==> src/rtl/card_fifo_pkg.sv <==
package card_fifo_pkg;
  localparam int unsigned WORD_W = 32;
  localparam int unsigned ADDR_W = 6;
  localparam int unsigned CTL_W  = 8;

  // status bit positions (software decodes these)
  localparam int unsigned ST_DATA_END  = 8;
  localparam int unsigned ST_BLOCK_END = 10;
  localparam int unsigned ST_TX_ACT    = 12;
  localparam int unsigned ST_RX_ACT    = 13;
  localparam int unsigned ST_TX_HALF   = 14;
  localparam int unsigned ST_RX_HALF   = 15;
  localparam int unsigned ST_TX_FULL   = 16;
  localparam int unsigned ST_RX_FULL   = 17;
  localparam int unsigned ST_TX_EMPTY  = 18;
  localparam int unsigned ST_RX_EMPTY  = 19;
  localparam int unsigned ST_TX_AVAIL  = 20;
  localparam int unsigned ST_RX_AVAIL  = 21;

  localparam int unsigned CTL_EN  = 0;
  localparam int unsigned CTL_DIR = 1;

  typedef enum logic [2:0] {
    SEL_NONE, SEL_LEN, SEL_CTL, SEL_STAT, SEL_CNT, SEL_FIFO
  } reg_sel_e;

  function automatic reg_sel_e decode_addr(input logic [ADDR_W-1:0] a);
    if (a[ADDR_W-1:4] == 2'b01) return SEL_FIFO;
    case (a)
      6'd0:    return SEL_LEN;
      6'd1:    return SEL_CTL;
      6'd2:    return SEL_STAT;
      6'd3:    return SEL_CNT;
      default: return SEL_NONE;
    endcase
  endfunction
endpackage

==> src/rtl/card_word_fifo.sv <==
// Word FIFO; DEPTH must be a power of two so pointers wrap naturally.
module card_word_fifo #(
  parameter int unsigned DEPTH = 16,
  parameter int unsigned WIDTH = 32,
  localparam int unsigned PTR_W = $clog2(DEPTH),
  localparam int unsigned LVL_W = PTR_W + 1
) (
  input  logic             clk,
  input  logic             rst_n,
  input  logic             push,
  input  logic [WIDTH-1:0] push_data,
  input  logic             pop,
  output logic [WIDTH-1:0] head,
  output logic [LVL_W-1:0] level
);
  logic [WIDTH-1:0] mem [DEPTH];
  logic [PTR_W-1:0] wr_ptr_q, wr_ptr_d, rd_ptr_q, rd_ptr_d;
  logic [LVL_W-1:0] level_q, level_d;
  logic push_ok, pop_ok;

  assign push_ok = push && (level_q != LVL_W'(DEPTH));
  assign pop_ok  = pop && (level_q != '0);

  always_comb begin
    wr_ptr_d = wr_ptr_q;
    rd_ptr_d = rd_ptr_q;
    level_d  = level_q;
    if (push_ok) wr_ptr_d = wr_ptr_q + PTR_W'(1);
    if (pop_ok)  rd_ptr_d = rd_ptr_q + PTR_W'(1);
    if (push_ok && !pop_ok) level_d = level_q + LVL_W'(1);
    if (pop_ok && !push_ok) level_d = level_q - LVL_W'(1);
  end

  always_ff @(posedge clk or negedge rst_n) begin
    if (!rst_n) begin
      wr_ptr_q <= '0;
      rd_ptr_q <= '0;
      level_q  <= '0;
    end else begin
      wr_ptr_q <= wr_ptr_d;
      rd_ptr_q <= rd_ptr_d;
      level_q  <= level_d;
    end
  end

  always_ff @(posedge clk) begin
    if (push_ok) mem[wr_ptr_q] <= push_data;
  end

  assign head  = mem[rd_ptr_q];
  assign level = level_q;

  assert_level_bound_R1: assert property (@(posedge clk) disable iff (!rst_n)
    level_q <= LVL_W'(DEPTH));
  assert_full_push_ignored_R1: assert property (@(posedge clk) disable iff (!rst_n)
    (push && !pop && level_q == LVL_W'(DEPTH)) |=> level_q == LVL_W'(DEPTH));
  assert_empty_pop_ignored_R1: assert property (@(posedge clk) disable iff (!rst_n)
    (pop && !push && level_q == '0) |=> level_q == '0);
endmodule

==> src/rtl/rx_byte_packer.sv <==
// Gathers card bytes into a word, lowest lane first.
module rx_byte_packer #(
  parameter int unsigned WORD_W = 32,
  localparam int unsigned LANES  = WORD_W / 8,
  localparam int unsigned LANE_W = $clog2(LANES)
) (
  input  logic              clk,
  input  logic              rst_n,
  input  logic              restart,
  input  logic              take,
  input  logic              last,
  input  logic [7:0]        byte_in,
  output logic [WORD_W-1:0] word_out,
  output logic              word_push
);
  logic [LANE_W-1:0] lane_q, lane_d;
  logic [WORD_W-1:0] acc_q, acc_d;

  always_comb begin
    word_out = acc_q;
    word_out[{lane_q, 3'b000} +: 8] = byte_in;
  end

  assign word_push = take && ((lane_q == LANE_W'(LANES - 1)) || last);

  always_comb begin
    lane_d = lane_q;
    acc_d  = acc_q;
    if (restart) begin
      lane_d = '0;
      acc_d  = '0;
    end else if (take) begin
      if (word_push) begin
        lane_d = '0;
        acc_d  = '0;
      end else begin
        lane_d = lane_q + LANE_W'(1);
        acc_d  = word_out;
      end
    end
  end

  always_ff @(posedge clk or negedge rst_n) begin
    if (!rst_n) begin
      lane_q <= '0;
      acc_q  <= '0;
    end else begin
      lane_q <= lane_d;
      acc_q  <= acc_d;
    end
  end

  assert_pack_fresh_word_R4: assert property (@(posedge clk) disable iff (!rst_n)
    (word_push && !restart) |=> acc_q == '0);
endmodule

==> src/rtl/tx_byte_unpacker.sv <==
// Walks the FIFO head word one byte lane at a time, lowest first.
module tx_byte_unpacker #(
  parameter int unsigned WORD_W = 32,
  localparam int unsigned LANES  = WORD_W / 8,
  localparam int unsigned LANE_W = $clog2(LANES)
) (
  input  logic              clk,
  input  logic              rst_n,
  input  logic              restart,
  input  logic              give,
  input  logic              last,
  input  logic [WORD_W-1:0] head_word,
  output logic [7:0]        byte_out,
  output logic              word_pop
);
  logic [LANE_W-1:0] lane_q, lane_d;

  assign byte_out = head_word[{lane_q, 3'b000} +: 8];
  assign word_pop = give && ((lane_q == LANE_W'(LANES - 1)) || last);

  always_comb begin
    lane_d = lane_q;
    if (restart)       lane_d = '0;
    else if (word_pop) lane_d = '0;
    else if (give)     lane_d = lane_q + LANE_W'(1);
  end

  always_ff @(posedge clk or negedge rst_n) begin
    if (!rst_n) lane_q <= '0;
    else        lane_q <= lane_d;
  end

  assert_unpack_lane_step_R5: assert property (@(posedge clk) disable iff (!rst_n)
    (!give && !restart) |=> $stable(lane_q));
endmodule

==> src/rtl/card_fifo_engine.sv <==
module card_fifo_engine
  import card_fifo_pkg::*;
#(
  parameter int unsigned DEPTH = 16,
  parameter int unsigned LEN_W = 16
) (
  input  logic              clk,
  input  logic              rst_n,
  input  logic              host_rd,
  input  logic              host_wr,
  input  logic [ADDR_W-1:0] host_addr,
  input  logic [WORD_W-1:0] host_wdata,
  output logic [WORD_W-1:0] host_rdata,
  input  logic              card_rx_valid,
  input  logic [7:0]        card_rx_data,
  output logic              card_rx_ready,
  output logic              card_tx_valid,
  output logic [7:0]        card_tx_data,
  input  logic              card_tx_ready
);
  localparam int unsigned LVL_W = $clog2(DEPTH) + 1;
  localparam int unsigned HALF  = DEPTH / 2;

  // reset: asserted asynchronously, released on a clock edge
  logic rst_q1, rst_sync_n;
  always_ff @(posedge clk or negedge rst_n) begin
    if (!rst_n) begin
      rst_q1     <= 1'b0;
      rst_sync_n <= 1'b0;
    end else begin
      rst_q1     <= 1'b1;
      rst_sync_n <= rst_q1;
    end
  end

  logic [LEN_W-1:0] len_q, len_d, cnt_q, cnt_d;
  logic [CTL_W-1:0] ctl_q, ctl_d;
  logic             end_q, end_d, hold_q, hold_d;

  reg_sel_e sel;
  logic wr_len, wr_ctl, wr_fifo, rd_stat, rd_cnt, rd_fifo, ctl_load;
  logic en, dir_rx, cnt_zero, cnt_last;
  logic [LVL_W-1:0]  level;
  logic [WORD_W-1:0] head, pack_word, push_data;
  logic fifo_empty, fifo_full, rx_take, tx_give, pack_push, unpack_pop;
  logic fifo_push, fifo_pop;
  logic [WORD_W-1:0] status_w, count_w;
  logic [LEN_W:0]    cnt_plus;

  assign sel      = decode_addr(host_addr);
  assign wr_len   = host_wr && (sel == SEL_LEN);
  assign wr_ctl   = host_wr && (sel == SEL_CTL);
  assign wr_fifo  = host_wr && (sel == SEL_FIFO);
  assign rd_stat  = host_rd && (sel == SEL_STAT);
  assign rd_cnt   = host_rd && (sel == SEL_CNT);
  assign rd_fifo  = host_rd && (sel == SEL_FIFO);
  assign ctl_load = wr_ctl && host_wdata[CTL_EN];

  assign en         = ctl_q[CTL_EN];
  assign dir_rx     = ctl_q[CTL_DIR];
  assign cnt_zero   = (cnt_q == '0);
  assign cnt_last   = (cnt_q == LEN_W'(1));
  assign fifo_empty = (level == '0);
  assign fifo_full  = (level == LVL_W'(DEPTH));

  // card side handshakes, one byte per clock at most
  assign card_rx_ready = en && dir_rx && !cnt_zero && !hold_q && !fifo_full;
  assign rx_take       = card_rx_valid && card_rx_ready;
  assign card_tx_valid = en && !dir_rx && !cnt_zero && !fifo_empty;
  assign tx_give       = card_tx_valid && card_tx_ready;

  rx_byte_packer #(.WORD_W(WORD_W)) u_pack (
    .clk(clk), .rst_n(rst_sync_n), .restart(ctl_load), .take(rx_take),
    .last(cnt_last), .byte_in(card_rx_data), .word_out(pack_word),
    .word_push(pack_push)
  );

  tx_byte_unpacker #(.WORD_W(WORD_W)) u_unpack (
    .clk(clk), .rst_n(rst_sync_n), .restart(ctl_load), .give(tx_give),
    .last(cnt_last), .head_word(head), .byte_out(card_tx_data),
    .word_pop(unpack_pop)
  );

  // packed card words take precedence over a host write in the same cycle
  assign fifo_push = pack_push || (wr_fifo && !cnt_zero);
  assign push_data = pack_push ? pack_word : host_wdata;
  assign fifo_pop  = unpack_pop || rd_fifo;

  card_word_fifo #(.DEPTH(DEPTH), .WIDTH(WORD_W)) u_fifo (
    .clk(clk), .rst_n(rst_sync_n), .push(fifo_push), .push_data(push_data),
    .pop(fifo_pop), .head(head), .level(level)
  );

  // status word
  always_comb begin
    status_w = '0;
    status_w[ST_DATA_END]  = end_q;
    status_w[ST_BLOCK_END] = end_q;
    if (en) begin
      if (dir_rx) begin
        status_w[ST_RX_ACT]   = 1'b1;
        status_w[ST_RX_HALF]  = (level >= LVL_W'(HALF));
        status_w[ST_RX_FULL]  = fifo_full;
        status_w[ST_RX_EMPTY] = fifo_empty;
        status_w[ST_RX_AVAIL] = !fifo_empty;
      end else begin
        status_w[ST_TX_ACT]   = 1'b1;
        status_w[ST_TX_HALF]  = (level <= LVL_W'(HALF));
        status_w[ST_TX_FULL]  = fifo_full;
        status_w[ST_TX_EMPTY] = fifo_empty;
        status_w[ST_TX_AVAIL] = !fifo_empty;
      end
    end
  end

  assign cnt_plus = {1'b0, cnt_q} + (LEN_W+1)'(3);
  assign count_w  = WORD_W'(cnt_plus >> 2);

  always_comb begin
    unique case (sel)
      SEL_LEN:  host_rdata = WORD_W'(len_q);
      SEL_CTL:  host_rdata = WORD_W'(ctl_q);
      SEL_STAT: host_rdata = status_w;
      SEL_CNT:  host_rdata = count_w;
      SEL_FIFO: host_rdata = fifo_empty ? '0 : head;
      default:  host_rdata = '0;
    endcase
  end

  // next state
  always_comb begin
    len_d  = len_q;
    ctl_d  = ctl_q;
    cnt_d  = cnt_q;
    end_d  = end_q;
    hold_d = hold_q;
    if (wr_len) len_d = host_wdata[LEN_W-1:0];
    if (wr_ctl) ctl_d = host_wdata[CTL_W-1:0];
    else if (en && cnt_zero && fifo_empty) ctl_d[CTL_EN] = 1'b0;
    if (ctl_load) cnt_d = len_q;
    else if (rx_take || tx_give) cnt_d = cnt_q - LEN_W'(1);
    if (ctl_load) end_d = 1'b0;
    else if (en && cnt_zero) end_d = 1'b1;
    if (rd_stat || rd_cnt) hold_d = 1'b0;
    else if (rd_fifo && !fifo_empty) hold_d = 1'b1;
  end

  always_ff @(posedge clk or negedge rst_sync_n) begin
    if (!rst_sync_n) begin
      len_q  <= '0;
      ctl_q  <= '0;
      cnt_q  <= '0;
      end_q  <= 1'b0;
      hold_q <= 1'b0;
    end else begin
      len_q  <= len_d;
      ctl_q  <= ctl_d;
      cnt_q  <= cnt_d;
      end_q  <= end_d;
      hold_q <= hold_d;
    end
  end

  assert_cnt_step_R3: assert property (@(posedge clk) disable iff (!rst_sync_n)
    !ctl_load |=> (cnt_q == $past(cnt_q)) || (cnt_q == $past(cnt_q) - LEN_W'(1)));
  assert_one_byte_R3: assert property (@(posedge clk) disable iff (!rst_sync_n)
    $onehot0({card_rx_ready, card_tx_valid}));
  assert_end_flags_R6: assert property (@(posedge clk) disable iff (!rst_sync_n)
    (en && cnt_zero && !wr_ctl) |=> (status_w[ST_DATA_END] && status_w[ST_BLOCK_END]));
  assert_auto_off_R7: assert property (@(posedge clk) disable iff (!rst_sync_n)
    (en && cnt_zero && fifo_empty && !wr_ctl) |=> !ctl_q[CTL_EN]);
  assert_hold_blocks_R9: assert property (@(posedge clk) disable iff (!rst_sync_n)
    (rd_fifo && !fifo_empty && !wr_ctl) |=> !card_rx_ready);
endmodule

==> config.mk <==
export PLATFORM = sky130hd
export DESIGN_NAME = card_fifo_engine
export DESIGN_NICKNAME = d
export VERILOG_FILES = /design/src/rtl/card_fifo_pkg.sv /design/src/rtl/card_word_fifo.sv /design/src/rtl/rx_byte_packer.sv /design/src/rtl/tx_byte_unpacker.sv /design/src/rtl/card_fifo_engine.sv
export SDC_FILE = /design/constraint.sdc
export NUM_CORES = 1
export LEC_CHECK = 0
export ABC_AREA = 1
export BUFFER_PORTS_ARGS = -buffer_cell sky130_fd_sc_hd__buf_4
export CAP_MARGIN = 20
export CORE_MARGIN = 4
export CORE_UTILIZATION = 25
export DETAILED_ROUTE_END_ITERATION = 8
export HOLD_SLACK_MARGIN = 0.03
export SYNTH_ARGS = -nofsm -noshare
export SYNTH_HDL_FRONTEND = slang
export SYNTH_SLANG_ARGS = --single-unit
==> constraint.sdc <==
create_clock -name clk -period 4.5 [get_ports clk]
set_input_delay 0.45 -clock clk [delete_from_list [all_inputs] [get_ports clk]]
set_output_delay 0.45 -clock clk [all_outputs]
set_load 0.03 [all_outputs]
* Word-level counts from Yosys, hierarchy flattened
Memory sizes are Yosys's and may differ from the RTL's. Index checks and enable logic that the tools add are counted.
Operators by class: equality and inequality tests 14, $add $sub $neg 9, shift operators 3, mux-type cells 40, reduce and logical (&&, ||, !) cells 50, magnitude comparators 2
Operators by type and width (number):
- two-way mux 32 bit | 5
- one-hot mux 32 bit (5 select lines) | 1
- bitwise mux 32 bit | 1
- two-way mux 16 bit | 2
- variable shift 8 x 7 -> 32 bit (first input constant) | 1
- indexed part select 32 x 6 -> 8 bit | 1
- indexed part select 8 x 7 -> 32 bit | 1
- logical AND 1 bit | 26
- two-way mux 1 bit | 19
- adder 16 x 2 -> 17 bit (second input constant) | 1
- == test 16 x 1 -> 1 bit (second input constant) | 1
- logical NOT 16 bit | 1
- subtractor 16 x 1 -> 16 bit (second input constant) | 1
- == test 6 x 2 -> 1 bit (second input constant) | 2
- two-way mux 2 bit | 6
- one-hot mux 3 bit (4 select lines) | 1
- nonzero test 2 bit | 6
- two-way mux 10 bit | 1
- two-way mux 5 bit | 2
- adder 4 x 1 -> 4 bit (second input constant) | 2
- logical NOT 1 bit | 7
- negator 5 -> 7 bit | 1
- == test 3 x 2 -> 1 bit (second input constant) | 2
- == test 3 bit (second input constant) | 2
- 17 further kinds | 25
Storage, ports and cells: output and inout bits 42, bits in writable memories 512, memories kept 1, register bits after elaboration 93, bits of input ports 52
Memory list:
- u_fifo.mem | words 16, width 32, rd ports 1, clocked after memory_dff 0, wr ports 1, RTL line card_word_fifo.sv:16 | logic [WIDTH-1:0] mem [DEPTH];

* Longest topological paths before layout
depth in word-level cells 12, gate-level depth with buffers 20, mapped depth without buffers 19

* Modules after synthesis
Synthesis repeated with hierarchy kept, for this count alone.
Second synthesis, totals: cells, all modules 3151, area, all modules 28496.1 um^2
Modules (own cells, without submodules):
- card_word_fifo | times used 1, area an instance 22175.0 um^2, cells each 2110
- card_fifo_engine | times used 1, area an instance 3794.9 um^2, cells each 641
- rx_byte_packer | times used 1, area an instance 1971.9 um^2, cells each 292
- tx_byte_unpacker | times used 1, area an instance 554.3 um^2, cells each 108

* Worst setup path before layout
Ideal clock, no wire load.
kind flip-flop to flip-flop, from reg cnt_q[0], to mem u_fifo.mem[12][0], enable pin, path slack 1.138 ns, setup time 0.421 ns, cell stages (with the launch flop) 11, data arrival time 2.941 ns, cells stage by stage dfrtp_1 > inv_1 > ha_1 > nand2_2 > nor2_4 > a21oi_4 > nand3_2 > nand2_2 > nand2_2 > buf_6 > nor2_1
On the way: word-level cells in the longest chain between the ends 11, elaborated cells between the ends (all ways) 14, those cells by class eq/ne (1); mux (2); reduce/logical (11)
Ends and longest elaborated chain:
- from (decl) | RTL line card_fifo_engine.sv:36 | logic [LEN_W-1:0] len_q, len_d, cnt_q, cnt_d;
- from (signal assigned) | RTL line card_fifo_engine.sv:158 | cnt_q <= cnt_d;
- logical NOT 16 bit | RTL line card_fifo_engine.sv:61 | assign cnt_zero = (cnt_q == '0);
- logical NOT 1 bit | RTL line card_fifo_engine.sv:67 | assign card_rx_ready = en && dir_rx && !cnt_zero && !hold_q && !fifo_full;
- logical AND 1 bit (3 in a row) | RTL line card_fifo_engine.sv:67
- named net card_rx_ready | RTL line card_fifo_engine.sv:16 | output logic card_rx_ready,
- logical AND 1 bit | RTL line card_fifo_engine.sv:68 | assign rx_take = card_rx_valid && card_rx_ready;
- logical AND 1 bit | RTL line rx_byte_packer.sv:24 | assign word_push = take && ((lane_q == LANE_W'(LANES - 1)) || last);
- logical OR 1 bit | RTL line card_fifo_engine.sv:85 | assign fifo_push = pack_push || (wr_fifo && !cnt_zero);
- logical AND 1 bit | RTL line card_word_fifo.sv:21 | assign push_ok = push && (level_q != LVL_W'(DEPTH));
- two-way mux 1 bit | RTL line card_word_fifo.sv:47 | if (push_ok) mem[wr_ptr_q] <= push_data;
- two-way mux 1 bit (implied by the code) | RTL line card_word_fifo.sv:47
- to (decl) | RTL line card_word_fifo.sv:16
The timed path passes the listed nets, and every way through them passes these cells.

* Final worst setup path
from reg u_fifo.rd_ptr_q[1], to out host_rdata[22]
On the way: word-level cells in the longest chain between the ends 3
Ends and longest elaborated chain:
- from (decl) | RTL line card_word_fifo.sv:17 | logic [PTR_W-1:0] wr_ptr_q, wr_ptr_d, rd_ptr_q, rd_ptr_d;
- from (signal assigned) | RTL line card_word_fifo.sv:41 | rd_ptr_q <= rd_ptr_d;
- memory read (16 x 32 bit)
- two-way mux 32 bit | RTL line card_fifo_engine.sv:125 | SEL_FIFO: host_rdata = fifo_empty ? '0 : head;
- one-hot mux 32 bit (5 select lines) | RTL line card_fifo_engine.sv:120 | unique case (sel)
- to (decl) | RTL line card_fifo_engine.sv:13 | output logic [WORD_W-1:0] host_rdata,
Every way passes these cells.

==> summary by stage <==
CTS
The number of hold buffers added after cts is 1. CTS saw 605 sinks. The clock latency on the worst-skew pair is 600 ps.

After clock tree synthesis, the clock-pin slew on the worst setup and hold paths is 60 ps. The count of H-tree levels built during CTS is 3. The number of gates resized after cts is 0. Buffers inserted during clock tree synthesis total 67. The clock passes through at most 3 buffers. The cell at the root of the clock tree is sky130_fd_sc_hd__clkbuf_16. TritonCTS built the clock tree.

Once the clock tree was built, the setup fixing pass inserted 0 buffers.

Final layout
In the final layout, the share of cells above drive strength 1 is 0.106. 0 antenna diodes ended up in the layout. The number of fillers in the final layout is 11,564. The area growth from synthesis to layout is 16.5%. In the final design database the tool counted 3,091 nets. At the end of the flow the core is filled with cells to 0.295. The multi-input logic area is 8610 µm². Across the whole layout, storage elements account for 17,700 µm².

Floorplan
Pin placement for this block handled 94 I/O pins. The overall die area is 118,000 µm². The core box area is 111,000 µm². The floorplan has 122 rows.

The die is roughly 340 µm tall. The initial utilization of the core area, before any placement, comes to 0.253. The die span in x is 343 µm.

Timing
Setup violations remaining at the end of the flow were counted as 0. The shortest period the worst path allows is 3690 ps. Static timing analysis puts the maximum clock frequency at 0.271 GHz. Headroom to the max-slew limit came out at 0.288.

Of the available clock period, the critical path in the final layout requires 0.821. The count of pins over their slew limit was 0. The setup clock skew after layout is between 15 and 20 ps. The transition at the pin with the smallest max-transition slack is 1060 ps. The number of hold violations in the final report was 0. Adding up every negative setup slack in the final design gives 0 ps.

Setup repair after global routing left no endpoint under its margin.

Power
The clock share of power is 0.277. The switching share of power is 0.401. The overall power after layout is 18,800 µW. The cell-internal power is 11,300 µW. Dividing total power by cell area gives a power density of 575 nW/µm². The relative contribution of sequential cells to total power is 0.350. The leakage power figure is 0.0136 µW. The analysis attributes to net switching a power of 7550 µW. IR analysis of the VDD net gives a maximum drop of between 500 and 600 µV. The power share of the combinational group is 0.373.

Yosys
The sequential fraction of the synthesis area is 0.630. The commonest cells after synthesis are sky130_fd_sc_hd__nand2_1 (1,081), sky130_fd_sc_hd__edfxtp_1 (512), sky130_fd_sc_hd__nand3_1 (361). The synthesized design contains 605 register bits. The proportion of synthesized flip-flops having asynchronous set or reset is 0.154. For this run, the number of Yosys warnings is 0.

Dividing the synthesized area by the synthesized cell count gives roughly 9.5 µm². Yosys instantiated no cell more often than sky130_fd_sc_hd__nand2_1. The fraction of post-synthesis cell area in the top cell type by area is 0.547. The netlist uses 44 different library cells.

The largest total area in the synthesized netlist belongs to sky130_fd_sc_hd__edfxtp_1. By area the synthesized netlist is led by sky130_fd_sc_hd__edfxtp_1 (55%), sky130_fd_sc_hd__nand2_1 (14%), sky130_fd_sc_hd__dfrtp_1 (8.3%). The synthesized netlist net count is between 3,000 and 4,000. The total standard cell area after synthesis is 28,100 µm². The synthesized design contains 512 enable-type register cells. Among all flip-flop cells after synthesis, the most frequent one is sky130_fd_sc_hd__edfxtp_1. The cell count after synthesis is a little under 3,000.

Global routing
The global route total overflow is 0. The first global-routing pass estimated 125,000 µm of wire. The number of antenna violations at the first check in global routing is 1. The maximum number of pins on one net before global-route repair is 143. The via count of the first global-routing pass is just under 20,000. In the global route stage, overall resource usage came out at 0.140.

Route
The number of remaining DRC errors is 0. The count of antenna-violating nets left after detailed routing is 0. The detailed-route vias per instance is 4.54. The first-pass iteration count of the detailed router is 7. Summed over all layers, the routed wires come to 84,000 µm. The detailed router finished its first iteration with 2,253 violations. The count of vias placed by the detailed router is 20,689. The average routed wire per standard cell is roughly 18 µm.

Setup path
Along the worst path, the maximum fanout reaches 61. The required time of the worst setup path is just over 4000 ps. The critical path is of the flop to output port type.

The nature of the critical path endpoint is an output port. STA classifies the critical path startpoint as a flop. The data arrival time of the critical path is 3240 ps.

Place
Detailed placement finished with a half-perimeter wire length of 51,800 µm. Port buffering added 93 buffers. The congestion estimate from routability-driven global placement came to 0.871.

Status
The flow ran to the end, and the final reports show no timing, DRC or antenna violations.

Flow run
The number of max-capacitance violations reported is 0.

Min path
The classification of the worst-slack hold path is primary input to flop.
-- worst max-delay path, cell delays in order, from the launching register on --
cell and delay (ps):
sky130_fd_sc_hd__dfrtp_4 500, sky130_fd_sc_hd__inv_4 490, sky130_fd_sc_hd__buf_12 380, sky130_fd_sc_hd__nand3_1 180, sky130_fd_sc_hd__nand3_1 110, sky130_fd_sc_hd__nand3_1 170, sky130_fd_sc_hd__a21oi_1 480, sky130_fd_sc_hd__buf_4 260
-- path summary, 6_finish.rpt --
path / startpoint / to / slack, ps / depth (start not counted)
setup / recovery: u_fifo.rd_ptr_q[1] / host_rdata[22] / 810 / 7
hold / removal: host_rd / hold_q / 70 / 2
setup reg to reg: cnt_q[5] / u_fifo.mem[8][14] / 1170 / 11
hold reg to reg: rst_q1 / rst_sync_n / 360 / 0
max in group asynchronous: rst_sync_n / u_pack.acc_q[19] / 3020 / 1
min in group asynchronous: rst_n / rst_sync_n / 150 / 2
-- layout make-up --
class / instances / area share
clock buffer: 82 / 0.0542
clock inverter: 37 / 0.00848
inverter: 303 / 0.0350
multi-input combinational: 1888 / 0.263
sequential: 605 / 0.541
tap: 1488 / 0.0569
timing repair buffer: 154 / 0.0413
-- layout by cell type (no fill, tap or decap), types with 2 or more instances in the layout --
master                         n
sky130_fd_sc_hd__a21boi_0     11
sky130_fd_sc_hd__a21oi_1      28
sky130_fd_sc_hd__a21oi_2       8
sky130_fd_sc_hd__a22oi_1       9
sky130_fd_sc_hd__buf_12       14
sky130_fd_sc_hd__buf_4       138
sky130_fd_sc_hd__bufinv_16     3
sky130_fd_sc_hd__clkbuf_1     13
sky130_fd_sc_hd__clkbuf_16    69
sky130_fd_sc_hd__clkinv_1     19
sky130_fd_sc_hd__clkinv_2     13
sky130_fd_sc_hd__clkinv_8      2
sky130_fd_sc_hd__dfrtp_1      89
sky130_fd_sc_hd__dfrtp_4       3
sky130_fd_sc_hd__edfxtp_1    512
sky130_fd_sc_hd__ha_1         19
sky130_fd_sc_hd__inv_1       293
sky130_fd_sc_hd__inv_2         3
sky130_fd_sc_hd__inv_4         2
sky130_fd_sc_hd__inv_6         4
sky130_fd_sc_hd__mux2_1        4
sky130_fd_sc_hd__mux2_2        4
sky130_fd_sc_hd__nand2_1    1081
sky130_fd_sc_hd__nand2_2       9
sky130_fd_sc_hd__nand2_4       3
sky130_fd_sc_hd__nand3_1     361
sky130_fd_sc_hd__nand3_2       2
sky130_fd_sc_hd__nand3_4       2
sky130_fd_sc_hd__nand4_1       6
sky130_fd_sc_hd__nor2_1      143
sky130_fd_sc_hd__nor2_2        7
sky130_fd_sc_hd__nor2_4       21
sky130_fd_sc_hd__nor3_1        7
sky130_fd_sc_hd__nor3_4        2
sky130_fd_sc_hd__o211ai_1     11
sky130_fd_sc_hd__o21ai_0      73
sky130_fd_sc_hd__o21ai_1      26
sky130_fd_sc_hd__o21ai_2      12
sky130_fd_sc_hd__o22ai_1      17
sky130_fd_sc_hd__xor2_1       14
-- sequential cells by signal, indices dropped and copies added, names as in the netlist --
signal,count
rst_q1,1
u_pack.lane_q,2
u_unpack.lane_q,2
u_fifo.mem,512
u_pack.acc_q,32
hold_q,1
u_fifo.wr_ptr_q,4
ctl_q,8
len_q,16
u_fifo.level,5
end_q,1
cnt_q,16
rst_sync_n,1
u_fifo.rd_ptr_q,4
-- power by group through the flow --
stage | sequential (µW) | clock, µW | combinational [µW]
floorplan | 6590 | 0 | 4450
global placement | 6690 | 0 | 6910
finish | 6590 | 5210 | 7010
detailed placement | 6700 | 0 | 6960
global route | 6620 | 5540 | 7710
CTS | 6590 | 5300 | 7000
-- stage by stage --
stage	worst slack (ps)	hold WS (ps)	cell area, µm²	instances
6_report	806	70.9	32700	4557
5_1_grt	617	49.4	32700	4557
4_1_cts	813	31.8	32700	4554
3_5_place_dp	1100	237	30700	4434
3_3_place_gp	1090	236	30600	4432
2_1_floorplan	1140	154	28100	2943
-- logic make-up after synthesis --
| family | synth area share |
|---|---|
| xor+xnor | 0.00468 |
| compound gates | 0.0417 |
| flops | 0.630 |
| simple gates | 0.243 |
| fa+ha+maj | 0.00917 |
| buf+inv | 0.0680 |
| other cells | 0.000133 |
| mux | 0.00321 |
-- layer usage --
layer / up-vias / wire length, µm / GRT usage
met3: 141 / 7380 / 0.0312
met4: 2 / 2610 / 0.0489
met1: 9858 / 37000 / 0.197
met5: - / 13 / 0
met2: 872 / 37000 / 0.213
li1: 9816 / - / -
Power figures use the tool's default switching activity.
